--- src/rtl/halfpel_pkg.sv ---
package halfpel_pkg;

  localparam int TAPS = 6;
  localparam int TAP_W = $clog2(TAPS);
  localparam int LEFT_REACH = 2;
  localparam int SCALE_SHIFT = 5;
  localparam int ROUND_ADD = 1 << (SCALE_SHIFT - 1);

  typedef enum logic [1:0] {
    ST_IDLE,
    ST_FETCH,
    ST_WAIT
  } state_t;

  typedef struct packed {
    logic             load;
    logic             issue;
    logic [TAP_W-1:0] issueTap;
    logic             accum;
    logic [TAP_W-1:0] accTap;
    logic             finish;
  } strobe_t;

  function automatic logic signed [7:0] tapCoef(input logic [TAP_W-1:0] idx);
    case (idx)
      3'd0, 3'd5: tapCoef = 8'sd1;
      3'd1, 3'd4: tapCoef = -8'sd5;
      3'd2, 3'd3: tapCoef = 8'sd20;
      default:    tapCoef = 8'sd0;
    endcase
  endfunction

endpackage

--- src/rtl/halfpel_ctrl.sv ---
module halfpel_ctrl
  import halfpel_pkg::*;
(
  input  logic    clk,
  input  logic    rstN,
  input  logic    start,
  output strobe_t strb,
  output logic    busy
);

  localparam logic [TAP_W-1:0] LAST_TAP = TAP_W'(TAPS - 1);

  state_t           state;
  logic [TAP_W-1:0] tapCnt;
  logic             accPend;
  logic [TAP_W-1:0] accTapQ;
  logic             finishQ;

  always_comb begin
    strb.load     = (state == ST_IDLE) && start;
    strb.issue    = (state == ST_FETCH);
    strb.issueTap = tapCnt;
    strb.accum    = accPend;
    strb.accTap   = accTapQ;
    strb.finish   = finishQ;
  end

  assign busy = (state != ST_IDLE);

  always_ff @(posedge clk) begin
    if (!rstN) begin
      state   <= ST_IDLE;
      tapCnt  <= '0;
      accPend <= 1'b0;
      accTapQ <= '0;
      finishQ <= 1'b0;
    end else begin
      accPend <= strb.issue;
      accTapQ <= tapCnt;
      finishQ <= strb.issue && (tapCnt == LAST_TAP);
      case (state)
        ST_IDLE: begin
          if (start) begin
            state  <= ST_FETCH;
            tapCnt <= '0;
          end
        end
        ST_FETCH: begin
          if (tapCnt == LAST_TAP) state <= ST_WAIT;
          else                    tapCnt <= tapCnt + 1'b1;
        end
        ST_WAIT: begin
          if (finishQ) state <= ST_IDLE;
        end
        default: state <= ST_IDLE;
      endcase
    end
  end

  AST_BURST_UNBROKEN: assert property (@(posedge clk) disable iff (!rstN)
    (strb.issue && tapCnt != LAST_TAP) |=> strb.issue);

  AST_BUSY_IGNORES_START: assert property (@(posedge clk) disable iff (!rstN)
    (strb.issue && start && tapCnt != LAST_TAP) |=> (tapCnt == $past(tapCnt) + 1'b1));

endmodule

--- src/rtl/halfpel_dp.sv ---
module halfpel_dp
  import halfpel_pkg::*;
#(
  parameter int COORD_W = 12,
  parameter int PIX_W   = 8,
  parameter int ACC_W   = 16
) (
  input  logic               clk,
  input  logic               rstN,
  input  strobe_t            strb,
  input  logic [COORD_W-1:0] posX,
  input  logic [COORD_W-1:0] posY,
  input  logic               vertSel,
  input  logic [COORD_W-1:0] maxCol,
  input  logic [COORD_W-1:0] maxRow,
  input  logic [PIX_W-1:0]   rdData,
  output logic [COORD_W-1:0] rdX,
  output logic [COORD_W-1:0] rdY,
  output logic [PIX_W-1:0]   pixOut,
  output logic               done
);

  localparam int SW = COORD_W + 2;
  localparam int PIX_MAX = (1 << PIX_W) - 1;

  logic [COORD_W-1:0] baseX;
  logic [COORD_W-1:0] colMax;
  logic [COORD_W-1:0] rowQ;
  logic signed [ACC_W-1:0] acc;

  // row selection and clamp, resolved once at load
  logic [COORD_W:0]   rowWant;
  logic [COORD_W-1:0] rowClamped;
  always_comb begin
    rowWant    = vertSel ? {1'b0, posY} : ({1'b0, posY} + 1'b1);
    rowClamped = (rowWant > {1'b0, maxRow}) ? maxRow : rowWant[COORD_W-1:0];
  end

  // per-tap column with edge clamp
  logic signed [SW-1:0] tapPos;
  always_comb begin
    tapPos = $signed({2'b00, baseX}) + $signed(SW'(strb.issueTap))
             - $signed(SW'(LEFT_REACH));
    if (tapPos < 0)
      rdX = '0;
    else if (tapPos > $signed({2'b00, colMax}))
      rdX = colMax;
    else
      rdX = tapPos[COORD_W-1:0];
  end

  assign rdY = rowQ;

  // multiply-accumulate and final scale/clip
  logic signed [ACC_W-1:0] pixS, coefS, prod, sumAll, scaled;
  logic [PIX_W-1:0]        clipped;
  always_comb begin
    pixS   = $signed({{(ACC_W-PIX_W){1'b0}}, rdData});
    coefS  = ACC_W'(tapCoef(strb.accTap));
    prod   = pixS * coefS;
    sumAll = acc + prod;
    scaled = (sumAll + $signed(ACC_W'(ROUND_ADD))) >>> SCALE_SHIFT;
    if (scaled < 0)
      clipped = '0;
    else if (scaled > $signed(ACC_W'(PIX_MAX)))
      clipped = PIX_W'(PIX_MAX);
    else
      clipped = scaled[PIX_W-1:0];
  end

  always_ff @(posedge clk) begin
    if (!rstN) begin
      baseX  <= '0;
      colMax <= '0;
      rowQ   <= '0;
      acc    <= '0;
      pixOut <= '0;
      done   <= 1'b0;
    end else begin
      done <= strb.finish;
      if (strb.load) begin
        baseX  <= posX;
        colMax <= maxCol;
        rowQ   <= rowClamped;
        acc    <= '0;
      end else if (strb.accum) begin
        acc <= sumAll;
      end
      if (strb.finish) pixOut <= clipped;
    end
  end

  AST_COL_IN_PICTURE: assert property (@(posedge clk) disable iff (!rstN)
    strb.issue |-> (rdX <= colMax));

  AST_ROW_BOUNDED: assert property (@(posedge clk) disable iff (!rstN)
    strb.load |=> (rdY <= $past(maxRow)));

  AST_ROW_SELECT: assert property (@(posedge clk) disable iff (!rstN)
    (strb.load && vertSel && posY <= maxRow) |=> (rdY == $past(posY)));

  AST_PIX_HOLD: assert property (@(posedge clk) disable iff (!rstN)
    !done |-> $stable(pixOut));

endmodule

--- src/rtl/halfpel_fir6.sv ---
module halfpel_fir6
  import halfpel_pkg::*;
#(
  parameter int COORD_W = 12,
  parameter int ACC_W   = 16
) (
  input  logic               clk,
  input  logic               rstN,
  input  logic               start,
  input  logic [COORD_W-1:0] posX,
  input  logic [COORD_W-1:0] posY,
  input  logic               vertSel,
  input  logic [COORD_W-1:0] maxCol,
  input  logic [COORD_W-1:0] maxRow,
  output logic               rdEn,
  output logic [COORD_W-1:0] rdX,
  output logic [COORD_W-1:0] rdY,
  input  logic [7:0]         rdData,
  output logic               busy,
  output logic               done,
  output logic [7:0]         pixOut
);

  strobe_t strb;

  halfpel_ctrl ctrl_i (
    .clk   (clk),
    .rstN  (rstN),
    .start (start),
    .strb  (strb),
    .busy  (busy)
  );

  halfpel_dp #(
    .COORD_W (COORD_W),
    .PIX_W   (8),
    .ACC_W   (ACC_W)
  ) dp_i (
    .clk     (clk),
    .rstN    (rstN),
    .strb    (strb),
    .posX    (posX),
    .posY    (posY),
    .vertSel (vertSel),
    .maxCol  (maxCol),
    .maxRow  (maxRow),
    .rdData  (rdData),
    .rdX     (rdX),
    .rdY     (rdY),
    .pixOut  (pixOut),
    .done    (done)
  );

  assign rdEn = strb.issue;

  AST_DONE_SINGLE: assert property (@(posedge clk) disable iff (!rstN)
    done |=> !done);

endmodule

--- config.mk ---
export PLATFORM = sky130hd
export DESIGN_NAME = halfpel_fir6
export DESIGN_NICKNAME = d
export VERILOG_FILES = /design/src/rtl/halfpel_pkg.sv /design/src/rtl/halfpel_ctrl.sv /design/src/rtl/halfpel_dp.sv /design/src/rtl/halfpel_fir6.sv
export SDC_FILE = /design/constraint.sdc
export NUM_CORES = 1
export LEC_CHECK = 0
export ABC_AREA = 0
export ABC_CLOCK_PERIOD_IN_PS = 18290
export BUFFER_PORTS_ARGS = -buffer_cell sky130_fd_sc_hd__buf_2
export CAP_MARGIN = 40
export CORE_MARGIN = 2
export CORE_UTILIZATION = 55
export DETAILED_ROUTE_END_ITERATION = 8
export GPL_ROUTABILITY_DRIVEN = 1
export GPL_TIMING_DRIVEN = 0
export PLACE_DENSITY_LB_ADDON = 0.1
export SYNTH_ARGS = -nofsm -noshare
export SYNTH_HDL_FRONTEND = slang
export SYNTH_SLANG_ARGS = --single-unit
--- constraint.sdc ---
create_clock -name clk -period 18.29 [get_ports clk]
set_input_delay 4.5725 -clock clk [delete_from_list [all_inputs] [get_ports clk]]
set_output_delay 4.5725 -clock clk [all_outputs]
set_load 0.005 [all_outputs]
## After elaboration in Yosys (flattened, before gate mapping)

Index checks and enable logic that the tools add are counted.

- Bits of input ports: 60
- Register bits after elaboration: 71
- Logic and storage cells: 62
- Output and inout bits: 35

- Equality and inequality tests: 12
- Multiplexer cells: 14
- Add/subtract/negate cells: 6
- Bitwise logic cells: 1
- Multiply operators: 1
- Reductions and logical operators: 12
- Order comparisons: 5

Operator list:

| operator | count |
|---|---|
| 12-bit two-way mux | 3 |
| 8-bit one-hot mux with 3 select lines | 1 |
| 16-bit adder | 1 |
| 16-bit by 6-bit adder with 16-bit output, second input constant | 1 |
| 9-bit by 8-bit multiplier with 16-bit output | 1 |
| 8-bit two-way mux | 2 |
| 14-bit by 13-bit greater-than comparator with 1-bit output | 1 |
| 14-bit by 1-bit less-than comparator with 1-bit output, second input constant | 1 |
| 13-bit by 2-bit subtractor with 14-bit output, second input constant | 1 |
| 12-bit by 1-bit adder with 13-bit output, second input constant | 1 |
| 12-bit by 3-bit adder with 13-bit output | 1 |
| 13-bit by 12-bit greater-than comparator with 1-bit output | 1 |
| 13-bit two-way mux | 1 |
| 11-bit by 9-bit greater-than comparator with 1-bit output, second input constant | 1 |
| 11-bit by 1-bit less-than comparator with 1-bit output, second input constant | 1 |
| 3-bit equality test, second input constant | 3 |
| 2-bit OR reduction | 4 |
| 3-bit by 2-bit equality test with 1-bit output, second input constant | 2 |
| 2-bit two-way mux | 3 |
| 3-bit two-way mux | 2 |
| 2-bit one-hot mux with 3 select lines | 1 |
| 3-bit one-hot mux with 2 select lines | 1 |
| 3-bit AND reduction | 2 |
| 2-bit by 1-bit != test with 1-bit output, second input constant | 2 |
| 10 further kinds | 13 |

## Logic depth before layout (Yosys ltp)

- Depth in word-level cells: 9
- Gate-level depth with buffers: 24
- Depth with buffers taken out: 23

## Cells and area by module

Synthesis repeated with hierarchy kept, for this count alone.

- Cells, all modules: 808
- Area, all modules: 7186.9 sq um

Modules (own cells, without submodules):

| module | area each (sq um) | cells an instance | times used | sequential area each (sq um) |
|---|---|---|---|---|
| halfpel_dp | 6790.3 | 770 | 1 | 1221.2 |
| halfpel_ctrl | 396.6 | 38 | 1 | 200.2 |

## Least setup slack after synthesis

Ideal clock, no wire load.

- Kind: input-to-reg
- From: in rdData[3]
- To: reg dp_i.pixOut[4]
- Arrival: 9.729 ns
- Stages on the path: 18
- Library setup time: 0.075 ns
- Buffers on the path: 0
- Data required time: 18.215 ns
- Setup slack: 8.486 ns
- Path through: and2_1 or2_2 fa_1 inv_1 fa_1 inv_1 fa_1 fa_1 fa_1 ha_1 and3_4 a221oi_2 or3_4 a2111oi_4 and4_4 xnor2_2 nand2_8 a22oi_2

- Cells in the longest elaborated chain, start to end: 6
- Elaborated cells between the ends (all ways): 7
- Classes of those cells: 2 x add/sub; 1 x mul; 2 x order compare; 2 x mux

RTL lines:

| what | line | source |
|---|---|---|
| from (decl) | halfpel_fir6.sv:18 | `input logic [7:0] rdData,` |
| 9-bit by 8-bit multiplier with 16-bit output * | halfpel_dp.sv:60 | `prod = pixS * coefS;` |
| 16-bit adder * | halfpel_dp.sv:61 | `sumAll = acc + prod;` |
| 16-bit by 6-bit adder with 16-bit output * | halfpel_dp.sv:62 | `scaled = (sumAll + $signed(ACC_W'(ROUND_ADD))) >>> SCALE_SHIFT;` |
| 11-bit by 9-bit greater-than comparator with 1-bit output | halfpel_dp.sv:65 | `else if (scaled > $signed(ACC_W'(PIX_MAX)))` |
| 8-bit two-way mux | halfpel_dp.sv:65 |  |
| 8-bit two-way mux * | halfpel_dp.sv:63 | `if (scaled < 0)` |
| to (signal assigned) | halfpel_dp.sv:89 | `if (strb.finish) pixOut <= clipped;` |
| to (decl) | halfpel_dp.sv:19 | `output logic [PIX_W-1:0] pixOut,` |

Every way passes the cells marked *; elsewhere a longest branch is shown, timed or not.
A chain may end at the register's enable or synchronous reset.

## Worst setup path in the final report

Same ends and word-level chain as after synthesis.

==> results list <==
* Status: finished clean
* Net switching fraction of the power: 34.4%
- Based on the critical path, the design can be clocked at up to 101 MHz.
- In this run, synthesis inferred 0 flip-flops with an integrated enable.
- Relative to the synthesized area, the layout overhead comes to 14.8%.
- Clock skew on the completed layout was measured at 0.00821 ns.
* Placed Instances: roughly 1.1k
- Final hold violations: 0
- Leaving out filler cells and counting taps, the final layout contains 1112.
* Clock tree from TritonCTS: yes
- Clock-pin slew was measured on the worst setup and hold paths at 0.06 ns.
- The first routing iteration left 232 violations.
- After synthesis, the share of flip-flops with an asynchronous set or reset is 0%.
- STA classifies the critical path startpoint as an input port.
- Number of gates given a new drive strength after cts: 0
- Synth Instances: just over 800
* Number of warnings issued by yosys: 0
* Distinct cells, synth: 69
- # diodes: 0
* Synth Flop Type: sky130_fd_sc_hd__dfxtp_1
- Cells fill 64.8% of the core in the end.
- Buffers inserted during clock tree synthesis total 9.
- Power Dens Cells: 74.8 nW/um2
- P_leak: roughly 4 nW
* Tmin final: between 9 and 10 ns
- The largest total area in the synthesized netlist belongs to sky130_fd_sc_hd__dfxtp_1.
- Most common cell after layout, fill and taps aside: sky130_fd_sc_hd__inv_1
- Via density per instance: 5.53
- Of the total power, registers draw around 27%.
* 1st-pass router iterations: 5
- Clock sinks: 71
- Data on the critical path is required at its endpoint by 18.57 ns.
* Unrepaired setup endpoints after global routing: no
* Area of the multi-input gates: 5220 um2
* Number of nets in the layout: 1135
- The final layout contains routed wiring with a total length of 17100 um.
- Maximum number of pins on one net before global-route repair: 14
- Post-detailed-route wirelength per cell: ~15 um
* Design internal power: 403 uW
- At the pin with the least slew margin, the transition time is 0.686 ns.
* Mean instance size in the synthesized netlist: around 8.6 um2
- After global routing the overflow that remains totals 0.
- In this run the worst path has a maximum fanout of 8.
- Number of top-level design ports: 95
- Initial standard-cell utilization of the core: ~56%
- Number of setup buffers added after CTS: 0
- First-pass GRT wire length: 29400 um
- Setup violations remaining at the end of the flow were counted as 0.
- Once detail routing completed, the nets flagged for antenna violations numbered 0.
* Area of all sequential standard cells: 1420 um2
* Fill cell instance count of the final layout: approximately 1.1k
- Reported max-cap violation count: 0
* Synthesized Nets: 1030
* Die footprint: 13900 um2
- Worst setup EP type: register
- Min-Delay Path Class: register to register
- The final count of pins violating max slew was 0.
* Peak ir drop on the vdd network: 0.0569 mV
- For the final routed database, the setup TNS stands at 0 ns.
- For this run, the total global-route usage over all layers was measured as 25.6%.
- After synthesis, the cell types taking the most area are sky130_fd_sc_hd__dfxtp_1 (20%), sky130_fd_sc_hd__ha_1 (15%), sky130_fd_sc_hd__fa_1 (15%).
- The initialized floorplan defines just over 40 standard-cell rows.
- Global placement routability congestion: 0.928
* Power dissipated by switching net loads: about 210 uW
- Number of H-tree branching levels: 3
* Combinational share of power: 36.7%
- Fraction of final layout cells with drive strength greater than 1: around 15%
- Clock Path Buffers: 2
- CTS Root Buffer Type: sky130_fd_sc_hd__clkbuf_16
- HPWL after detailed placement: about 14000 um
- For this run, the register share of the synthesized area comes to 19.9%.
* Fraction of synthesized cell area taken by the top area cell type: between 10% and 20%
- Number of synthesized register bits: a little over 70
- Number of input and output port buffers inserted: 94
- The worst pin sits at a relative slew slack of 54.2%.
- Count of unresolved DRC violations after routing: 0
* Final critical-path share of the clock period: between 50% and 60%
- Area of the mapped netlist: roughly 7000 um2
* Floorplan die width: 118 um
* DR vias: ~6.2k
- The total area inside the core boundary comes to around 13000 um2.
- Via count of the first global-routing pass: roughly 6.3k
- CP Data Arrival Time: 10.20 ns
* Post-cts hold buffer count: 0
- Clock power frac: 35.8%
* Most frequent cells in the layout: sky130_fd_sc_hd__inv_1 (109), sky130_fd_sc_hd__buf_2 (95), sky130_fd_sc_hd__ha_1 (88)
- The floorplan step set the die height to 118 um.
- The number of antenna violations at the first check in global routing is 0.
* Clock Latency Late Sink: 0.35 ns
- Type of the setup path with the least slack: input port to register
## through the flow
step                      hold slack [ns]  power [mW]  area, um2  setup slack, ns
after global routing                0.480       0.651       8210             8.06
after floorplan                     0.443       0.331       7160             8.49
after global placement              0.439       0.388       7840             8.07
final                               0.454       0.614       8210             8.37
after detailed placement            0.441       0.394       7840             8.00
after CTS                           0.457       0.616       8210             8.36
## critical path, stage by stage
cell,delay [ns]
sky130_fd_sc_hd__buf_2,0.12
sky130_fd_sc_hd__and2_1,0.23
sky130_fd_sc_hd__or2_2,0.33
sky130_fd_sc_hd__fa_1,0.51
sky130_fd_sc_hd__inv_1,0.05
sky130_fd_sc_hd__fa_1,0.48
sky130_fd_sc_hd__inv_1,0.06
sky130_fd_sc_hd__fa_1,0.52
sky130_fd_sc_hd__fa_1,0.59
sky130_fd_sc_hd__fa_1,0.44
sky130_fd_sc_hd__ha_1,0.43
sky130_fd_sc_hd__and3_4,0.25
sky130_fd_sc_hd__a221oi_2,0.08
sky130_fd_sc_hd__or3_4,0.40
sky130_fd_sc_hd__a2111oi_4,0.39
sky130_fd_sc_hd__and4_4,0.30
sky130_fd_sc_hd__xnor2_2,0.16
sky130_fd_sc_hd__nand2_8,0.12
sky130_fd_sc_hd__a22oi_2,0.17
## synthesized netlist by cell type (all sizes together) (3+ instances only)
cell,n
a2111oi,5
a211oi,8
a21boi,25
a21o,8
a21oi,26
a31oi,3
and2,20
and3,7
buf,5
clkbuf,22
dfxtp,71
fa,52
ha,88
inv,109
mux2,3
mux2i,24
nand2,84
nand2b,12
nand3,29
nand4,6
nand4b,3
nor2,57
nor2b,12
nor3,7
nor4,5
o2111ai,12
o211ai,14
o21a,6
o21ai,28
o21bai,4
or2,9
or3,8
xnor2,26
xor2,11
## routing by layer
| metal | track usage [%] | routed length [um] | vias to the layer above |
|---|---|---|---|
| li1 | - | - | 3039 |
| met1 | 31.8 | 7310 | 2908 |
| met2 | 44.0 | 8560 | 173 |
| met3 | 4.70 | 730 | 33 |
| met4 | 9.64 | 542 | 0 |
| met5 | 0 | 0 | - |
## final cells by class
cell class                 count  area share, %
buffer                        27           1.29
clock buffer                   9           2.74
clock inverter                 7           1.77
inverter                     110           5.03
multi-input combinational    622           63.5
sequential                    71           17.3
tap                          172           2.62
timing repair buffer          94           5.73
## registers in the layout (all words and copies together), names as in the netlist
register        count
dp_i.pixOut         8
ctrl_i.accPend      1
ctrl_i.state        2
dp_i.acc           16
dp_i.baseX         12
dp_i.colMax        12
ctrl_i.tapCnt       3
ctrl_i.finishQ      1
dp_i.done           1
ctrl_i.accTapQ      3
dp_i.rdY           12
## cells by family (layout without fill, tap and decap cells)
logic type,Yosys count,in the layout,synth area share [%]
compound gates,151,151,15.5
xor+xnor,37,37,4.90
fa+ha+maj,140,140,29.9
buf+inv,137,247,7.26
flops,71,71,19.9
mux,27,27,3.83
simple gates,267,267,18.7
## power by group through the flow
stage	sequential [mW]	combinational (mW)	clock [mW]
final	0.168	0.225	0.220
after global routing	0.169	0.253	0.229
after CTS	0.168	0.226	0.222
after detailed placement	0.172	0.222	0
after global placement	0.171	0.216	0
after floorplan	0.170	0.161	0
## final timing paths
check	start	endpoint	slack, ns	cells past startpoint
setup / recovery	rdData[3]	dp_i.pixOut[4]$_SDFFE_PN0P_	8.37	19
hold / removal	dp_i.pixOut[3]$_SDFFE_PN0P_	dp_i.pixOut[3]$_SDFFE_PN0P_	0.45	2
setup reg to reg	ctrl_i.accTapQ[2]$_SDFF_PN0_	dp_i.pixOut[4]$_SDFFE_PN0P_	11.37	22
hold reg to reg	dp_i.pixOut[3]$_SDFFE_PN0P_	dp_i.pixOut[3]$_SDFFE_PN0P_	0.45	2
Note: power is estimated with default switching activity, not from simulation.
